`src/rtl/ecc_gen_pkg.sv`:
```
package ecc_gen_pkg;
    typedef enum logic [1:0] {
        ST_IDLE = 2'd0,
        ST_RUN  = 2'd1,
        ST_DONE = 2'd2
    } gen_state_t;
endpackage

```
`src/rtl/ecc_colpar.sv`:
```
module ecc_colpar #(
    parameter int DATA_W = 8,
    localparam int LOG_W = $clog2(DATA_W),
    localparam int COL_W = 2 * LOG_W
) (
    input  logic [DATA_W-1:0] data_i,
    output logic [COL_W-1:0]  col_o,
    output logic              odd_o
);
    function automatic logic [DATA_W-1:0] pos_mask(input int k, input int j);
        logic [DATA_W-1:0] m;
        m = '0;
        for (int p = 0; p < DATA_W; p++) begin
            if (((p >> k) & 1) == j) m[p] = 1'b1;
        end
        return m;
    endfunction

    for (genvar k = 0; k < LOG_W; k++) begin : g_grp
        assign col_o[2*k]   = ^(data_i & pos_mask(k, 0));
        assign col_o[2*k+1] = ^(data_i & pos_mask(k, 1));
    end

    assign odd_o = ^data_i;
endmodule

```
`src/rtl/ecc_accum.sv`:
```
module ecc_accum #(
    parameter int IDX_W = 8,
    parameter int COL_W = 6
) (
    input  logic             clk,
    input  logic             rst_n,
    input  logic             clr_i,
    input  logic             en_i,
    input  logic [IDX_W-1:0] idx_i,
    input  logic [COL_W-1:0] col_i,
    input  logic             odd_i,
    output logic [COL_W-1:0] col_nx_o,
    output logic [IDX_W-1:0] la_nx_o,
    output logic [IDX_W-1:0] lb_nx_o
);
    logic [COL_W-1:0] col_q;
    logic [IDX_W-1:0] la_q, lb_q;

    always_comb begin
        col_nx_o = col_q ^ col_i;
        la_nx_o  = odd_i ? (la_q ^ idx_i)  : la_q;
        lb_nx_o  = odd_i ? (lb_q ^ ~idx_i) : lb_q;
    end

    always_ff @(posedge clk or negedge rst_n) begin
        if (!rst_n) begin
            col_q <= '0;
            la_q  <= '0;
            lb_q  <= '0;
        end else if (clr_i) begin
            col_q <= '0;
            la_q  <= '0;
            lb_q  <= '0;
        end else if (en_i) begin
            col_q <= col_nx_o;
            la_q  <= la_nx_o;
            lb_q  <= lb_nx_o;
        end
    end

    // an idle cycle leaves the accumulators untouched
    a_r9_accum_hold: assert property (@(posedge clk) disable iff (!rst_n)
        (!clr_i && !en_i) |=> ($stable(col_q) && $stable(la_q) && $stable(lb_q)));
endmodule

```
`src/rtl/ecc_pack.sv`:
```
module ecc_pack #(
    parameter int IDX_W = 8,
    parameter int COL_W = 6,
    localparam int HALF = IDX_W / 2
) (
    input  logic [IDX_W-1:0] la_i,
    input  logic [IDX_W-1:0] lb_i,
    input  logic [COL_W-1:0] col_i,
    input  logic             alt_i,
    output logic [IDX_W-1:0] e0_o,
    output logic [IDX_W-1:0] e1_o,
    output logic [COL_W+1:0] e2_o
);
    logic [IDX_W-1:0] hi, lo;

    for (genvar k = 0; k < HALF; k++) begin : g_mix
        assign hi[2*k+1] = la_i[HALF+k];
        assign hi[2*k]   = lb_i[HALF+k];
        assign lo[2*k+1] = la_i[k];
        assign lo[2*k]   = lb_i[k];
    end

    always_comb begin
        e0_o = alt_i ? ~lo : ~hi;
        e1_o = alt_i ? ~hi : ~lo;
        e2_o = {~col_i, 2'b11};
    end
endmodule

```
`src/rtl/ecc_stream_gen.sv`:
```
module ecc_stream_gen
    import ecc_gen_pkg::*;
#(
    parameter int DATA_W    = 8,
    parameter int BLOCK_LEN = 256,
    localparam int IDX_W    = $clog2(BLOCK_LEN),
    localparam int COL_W    = 2 * $clog2(DATA_W)
) (
    input  logic              clk,
    input  logic              rst_n,
    input  logic              start_i,
    input  logic              valid_i,
    input  logic [DATA_W-1:0] data_i,
    input  logic              alt_order_i,
    output logic              done_o,
    output logic [IDX_W-1:0]  ecc0_o,
    output logic [IDX_W-1:0]  ecc1_o,
    output logic [COL_W+1:0]  ecc2_o
);
    localparam logic [IDX_W-1:0] LAST_IDX = IDX_W'(BLOCK_LEN - 1);

    gen_state_t       state_q, state_d;
    logic [IDX_W-1:0] idx_q;
    logic             take, last;

    logic [COL_W-1:0] col_b, col_nx;
    logic             odd_b;
    logic [IDX_W-1:0] la_nx, lb_nx, p0, p1;
    logic [COL_W+1:0] p2;

    assign take = (state_q == ST_RUN) && valid_i && !start_i;
    assign last = (idx_q == LAST_IDX);

    ecc_colpar #(.DATA_W(DATA_W)) colpar_i (
        .data_i (data_i),
        .col_o  (col_b),
        .odd_o  (odd_b)
    );

    ecc_accum #(.IDX_W(IDX_W), .COL_W(COL_W)) accum_i (
        .clk      (clk),
        .rst_n    (rst_n),
        .clr_i    (start_i),
        .en_i     (take),
        .idx_i    (idx_q),
        .col_i    (col_b),
        .odd_i    (odd_b),
        .col_nx_o (col_nx),
        .la_nx_o  (la_nx),
        .lb_nx_o  (lb_nx)
    );

    ecc_pack #(.IDX_W(IDX_W), .COL_W(COL_W)) pack_i (
        .la_i  (la_nx),
        .lb_i  (lb_nx),
        .col_i (col_nx),
        .alt_i (alt_order_i),
        .e0_o  (p0),
        .e1_o  (p1),
        .e2_o  (p2)
    );

    // next-state logic
    always_comb begin
        state_d = state_q;
        unique case (state_q)
            ST_IDLE: if (start_i) state_d = ST_RUN;
            ST_RUN: begin
                if (start_i)          state_d = ST_RUN;
                else if (take && last) state_d = ST_DONE;
            end
            ST_DONE: if (start_i) state_d = ST_RUN;
            default: state_d = ST_IDLE;
        endcase
    end

    // state register and byte index
    always_ff @(posedge clk or negedge rst_n) begin
        if (!rst_n) begin
            state_q <= ST_IDLE;
            idx_q   <= '0;
        end else begin
            state_q <= state_d;
            if (start_i)   idx_q <= '0;
            else if (take) idx_q <= idx_q + 1'b1;
        end
    end

    // outputs
    always_ff @(posedge clk or negedge rst_n) begin
        if (!rst_n) begin
            done_o <= 1'b0;
            ecc0_o <= '0;
            ecc1_o <= '0;
            ecc2_o <= '0;
        end else begin
            done_o <= 1'b0;
            if (start_i) begin
                ecc0_o <= '0;
                ecc1_o <= '0;
                ecc2_o <= '0;
            end else if (take && last) begin
                done_o <= 1'b1;
                ecc0_o <= p0;
                ecc1_o <= p1;
                ecc2_o <= p2;
            end
        end
    end

    // single-cycle done pulse
    a_r8_done_pulse: assert property (@(posedge clk) disable iff (!rst_n)
        done_o |=> !done_o);
    // result holds while waiting for the next start
    a_r8_code_hold: assert property (@(posedge clk) disable iff (!rst_n)
        (state_q == ST_DONE && !start_i) |=> ($stable(ecc0_o) && $stable(ecc1_o) && $stable(ecc2_o)));
    // padding bits of the column byte
    a_r6_pad_ones: assert property (@(posedge clk) disable iff (!rst_n)
        done_o |-> (ecc2_o[1:0] == 2'b11));
    // gap cycle keeps the byte index
    a_r9_idx_hold: assert property (@(posedge clk) disable iff (!rst_n)
        (state_q == ST_RUN && !valid_i && !start_i) |=> $stable(idx_q));
    // start restarts the count
    a_r10_restart: assert property (@(posedge clk) disable iff (!rst_n)
        start_i |=> (idx_q == '0 && state_q == ST_RUN && !done_o));
    // no done pulse unless a block was running
    a_r11_no_stray_done: assert property (@(posedge clk) disable iff (!rst_n)
        (state_q != ST_RUN) |=> !done_o);
endmodule

```
`config.mk`:
```
export PLATFORM = sky130hd
export DESIGN_NAME = ecc_stream_gen
export DESIGN_NICKNAME = d
export VERILOG_FILES = /design/src/rtl/ecc_gen_pkg.sv /design/src/rtl/ecc_colpar.sv /design/src/rtl/ecc_accum.sv /design/src/rtl/ecc_pack.sv /design/src/rtl/ecc_stream_gen.sv
export SDC_FILE = /design/constraint.sdc
export NUM_CORES = 1
export LEC_CHECK = 0
export CAP_MARGIN = 10
export CORE_MARGIN = 2
export CORE_UTILIZATION = 50
export DETAILED_ROUTE_END_ITERATION = 16
export PLACE_DENSITY_LB_ADDON = 0.1
export SYNTH_ARGS = -nofsm -noshare
export SYNTH_HDL_FRONTEND = slang
export SYNTH_SLANG_ARGS = --single-unit
```
`constraint.sdc`:
```
create_clock -name clk -period 1.9 [get_ports clk]
set_clock_uncertainty 0.15 [all_clocks]
set_input_delay 0.38 -clock clk [delete_from_list [all_inputs] [get_ports clk]]
set_output_delay 0.38 -clock clk [all_outputs]
set_load 0.02 [all_outputs]
```
==> summary.txt <==
Power and ir drop
  • Net switching fraction of the power: 0.3175
  • Maximum VDD drop: 0.0006015 V
  • Seq pwr share: 0.439
  • Int Pwr: 2.032 mW
  • Clock share of power: 0.222
  • Power Dens Cells: 732.0 nW/um2
  • Lkg Pwr: 1.687 nW
  • Switch Pwr: 945.5 uW
  • Logic gate share of total power: 0.339

Yosys
  • Synth Area in Adders: 0.004275
  • Synthesized instance count: 287
  • Synth Area in Simple Gates: 0.1663
  • #FFs+latches synth: 56
  • Net Count, Synth: 301
  • Post-synthesis compound-gate area fraction: 0.1462
  • Post-Synth XOR/XNOR Area: 0.1629
  • Mapped Avg Cell Area: 10.20 um2
  • Yosys warning count: 0
  • Synth cell types: 34
  • Mux contribution to synthesized area: 0
  • Yosys top cell area share: 0.4788
  • Largest cells by area after synthesis: dfrtp_1 48%, xnor2_1 12%, o31ai_1 4.1%
  • Largest family of logic cells by synthesized area: simple AND/OR/NAND/NOR gates
  • Area of the mapped netlist: 2927 um2
  • Main synth FF type: dfrtp_1
  • Most common cell in the synthesized netlist: dfrtp_1
  • EDFF count, synth: 0
  • Ys async rst share: 1.000
  • Seq/Total Area, Yosys: 0.4788
  • Top cell type by total area after synthesis: dfrtp_1
  • Synth cell count leaders: 56 x dfrtp_1, 39 x xnor2_1, 26 x nor2_1

Placement
  • Port bufs: 37
  • Post-DP HPWL: 4776 um
  • GPL Wtd Cong: 0.8042
  • Pre-CTS WS: -0.7000 ns

Drt
  • Vias per cell: 5.538
  • Antenna-violating nets left: 0
  • Via count: 2470
  • Routed WL: 7066 um
  • Wire per inst: 15.84 um
  • Number of DRC violations after detailed routing: 0
  • Drt initial violations: 166
  • Drt pass-1 iters: 4

Layout
  • N_diodes: 0
  • Final design utilization: 0.7297
  • Layout cell share with drive strength beyond 1: 0.3075
  • Final nets: 387
  • Final-layout fill cell count: 421
  • Synth-to-layout area growth: 38.99%

Worst hold path
  • Hold depth: 2
  • Worst hold path class: reg2reg

Global route
  • Grt ovf: 0
  • Initial antenna violation count: 0
  • GR peak layer: met2
  • Met3 Track Usage GR: 0.04270
  • Met2 Resource Use GR: 0.3908
  • Vias in the first global route: 2445
  • GRT Util Overall: 0.2357
  • Largest net degree at the start of global routing: 57
  • First-pass GRT wire length: 11890 um
  • Met1 Use GR: 0.3234

Floorplan
  • Die width: 80.51 um
  • Initial core utilization: 0.5250
  • Die Area: 6481 um2
  • # IOs: 38
  • Core ar.: 5574 um2
  • Row count: 27
  • Die H: 80.51 um

Job
  • Max-cap violation count: 0

Worst setup path
  • Worst Setup End Kind: flip-flop
  • Crit start category: flip-flop
  • Critical path depth in cells: 5
  • Largest fanout on the critical path: 10
  • CP bufs+invs: 0
  • Critical path's slowest cell: or3_4
  • Top Family by Delay on Critical Path: simple AND/OR/NAND/NOR gates
  • Worst EP arrival: 1.91 ns
  • Slowest stage delay, CP: 0.47 ns
  • Worst r2r path cells: 5
  • FF-to-FF setup slack: 0.03 ns
  • Crit-path cells: and3b_2 -> nand3_4 -> or3_4 -> a32oi_1 -> o31ai_1
  • Worst EP required: 1.94 ns
  • Critical path type: reg2reg

Clock tree
  • Skew-Pair Late Insertion Delay: 0.30 ns
  • Root buffer cell: clkbuf_8
  • CTS clock-pin slew for the worst setup and hold paths: 0.10 ns
  • Num CTS Buffers: 5
  • H-tree level count: 2
  • CTS tree: done
  • Clk buf depth: 2
  • Clock tree sinks: 56

STA
  • Final hold violations: 0
  • Setup violators final: 0
  • Fmax: 534.2 MHz
  • Slew headroom: 0.7336
  • Period utilization: 0.9852
  • Worst-Margin Slew: 0.3996 ns
  • Hold WS: 0.3668 ns
  • Tmin final: 1.872 ns
  • Fin. max-slew vios: 0
  • RSZ-0062 raised after global routing: yes
  • Worst Slack Setup Final: 0.02813 ns

Run status
  • Status: complete, no violations
==> cell families after synthesis <==
| group | after synthesis |
|---|---|
| DFF | 56 |
| xor gates and xnor gates | 51 |
| adders and majority gates | 1 |
| and+or+nand+nor | 87 |
| AOI/OAI and AO/OA | 67 |
| buffers and inverters | 25 |
==> routing by layer <==
metal  share of wire  vias to the layer above  wire [um]
li1                -                     1190          -
met1            0.46                     1214       3261
met2            0.49                       62       3438
met3           0.047                        4        334
met4          0.0045                        0         32
met5               0                        -          0
==> power by group through the flow <==
stage               clock network, mW  registers [mW]  logic [mW]
floorplan                           0            1.33       0.532
global placement                    0            1.33       0.848
detailed placement                  0            1.33       0.870
CTS                             0.676            1.31       0.999
global route                    0.732            1.32        1.09
finish                          0.661            1.31        1.01
==> sequential cells by signal (all words and copies together) (netlist names) <==
signal / cells
accum_i.col_q: 6
accum_i.la_q: 8
accum_i.lb_q: 8
done_o: 1
ecc0_o: 8
ecc1_o: 8
ecc2_o: 7
idx_q: 8
state_q: 2
==> worst paths after layout <==
check	from	end
max	state_q[1]	ecc1_o[4]
min	ecc2_o[4]	ecc2_o[4]
max reg2reg	state_q[1]	ecc1_o[4]
min reg2reg	ecc2_o[4]	ecc2_o[4]
max in group asynchronous	rst_n	accum_i.la_q[6]
min in group asynchronous	rst_n	ecc2_o[3]
==> final cells by class <==
| type | instances | area [um2] | area share |
|---|---|---|---|
| Multi-Input combinational cell | 208 | 1628 | 0.4002 |
| Sequential cell | 56 | 1401 | 0.3445 |
| Clock buffer | 6 | 72.57 | 0.01784 |
| Tap cell | 72 | 90.09 | 0.02215 |
| Inverter | 6 | 22.52 | 0.005537 |
| Timing Repair Buffer | 96 | 837.1 | 0.2058 |
| Clock inverter | 2 | 16.27 | 0.003999 |
==> cell usage in the layout (no fill, tap or decap), types with 2 or more instances in the layout <==
| cell type | n |
|---|---|
| o21ai_0 | 18 |
| xor2_1 | 8 |
| buf_4 | 48 |
| a32oi_2 | 3 |
| a32oi_1 | 9 |
| a31oi_1 | 2 |
| nor3_1 | 3 |
| clkdlybuf4s50_1 | 27 |
| buf_2 | 9 |
| nor2_2 | 2 |
| nand4_1 | 2 |
| o31ai_2 | 3 |
| xnor2_4 | 6 |
| nor2_1 | 24 |
| xnor2_1 | 35 |
| a21oi_1 | 12 |
| inv_1 | 3 |
| nand3_1 | 10 |
| nor3_2 | 11 |
| o31ai_1 | 13 |
| or3_4 | 3 |
| o21ai_1 | 3 |
| buf_6 | 6 |
| and3_4 | 3 |
| or3_1 | 11 |
| dfrtp_1 | 56 |
| nor2b_1 | 4 |
| buf_12 | 3 |
| clkbuf_8 | 5 |
| nand2_1 | 8 |
| clkinv_1 | 2 |
==> what timing repair did <==
item | in CTS | in global routing
endpoints found under the setup margin | 42 | 16
hold buffers | 1 | 0
buffers inserted | 8 | 0
gates resized for setup | 46 | 18
pin swaps | 17 | 11
gates cloned | 2 | 0
hold endpoints to repair | 56 | 0
==> through the flow <==
step	total power, mW	cell area [um2]	TNS [ns]	std cells
after global routing	3.141	4068	-0.1851	446
final	2.978	4068	0	446
after floorplan	1.858	3039	-0.3450	287
after CTS	2.983	4011	-0.06280	446
after global placement	2.175	3789	-21.34	427
after detailed placement	2.201	3789	-24.39	427
==> worst register-to-register path: stages, from the launching register on <==
cell and delay, ns:
dfrtp_1 0.39, and3b_2 0.27, nand3_4 0.10, or3_4 0.47, a32oi_1 0.26, o31ai_1 0.11
No activity file was read; power rests on OpenSTA's default activity.
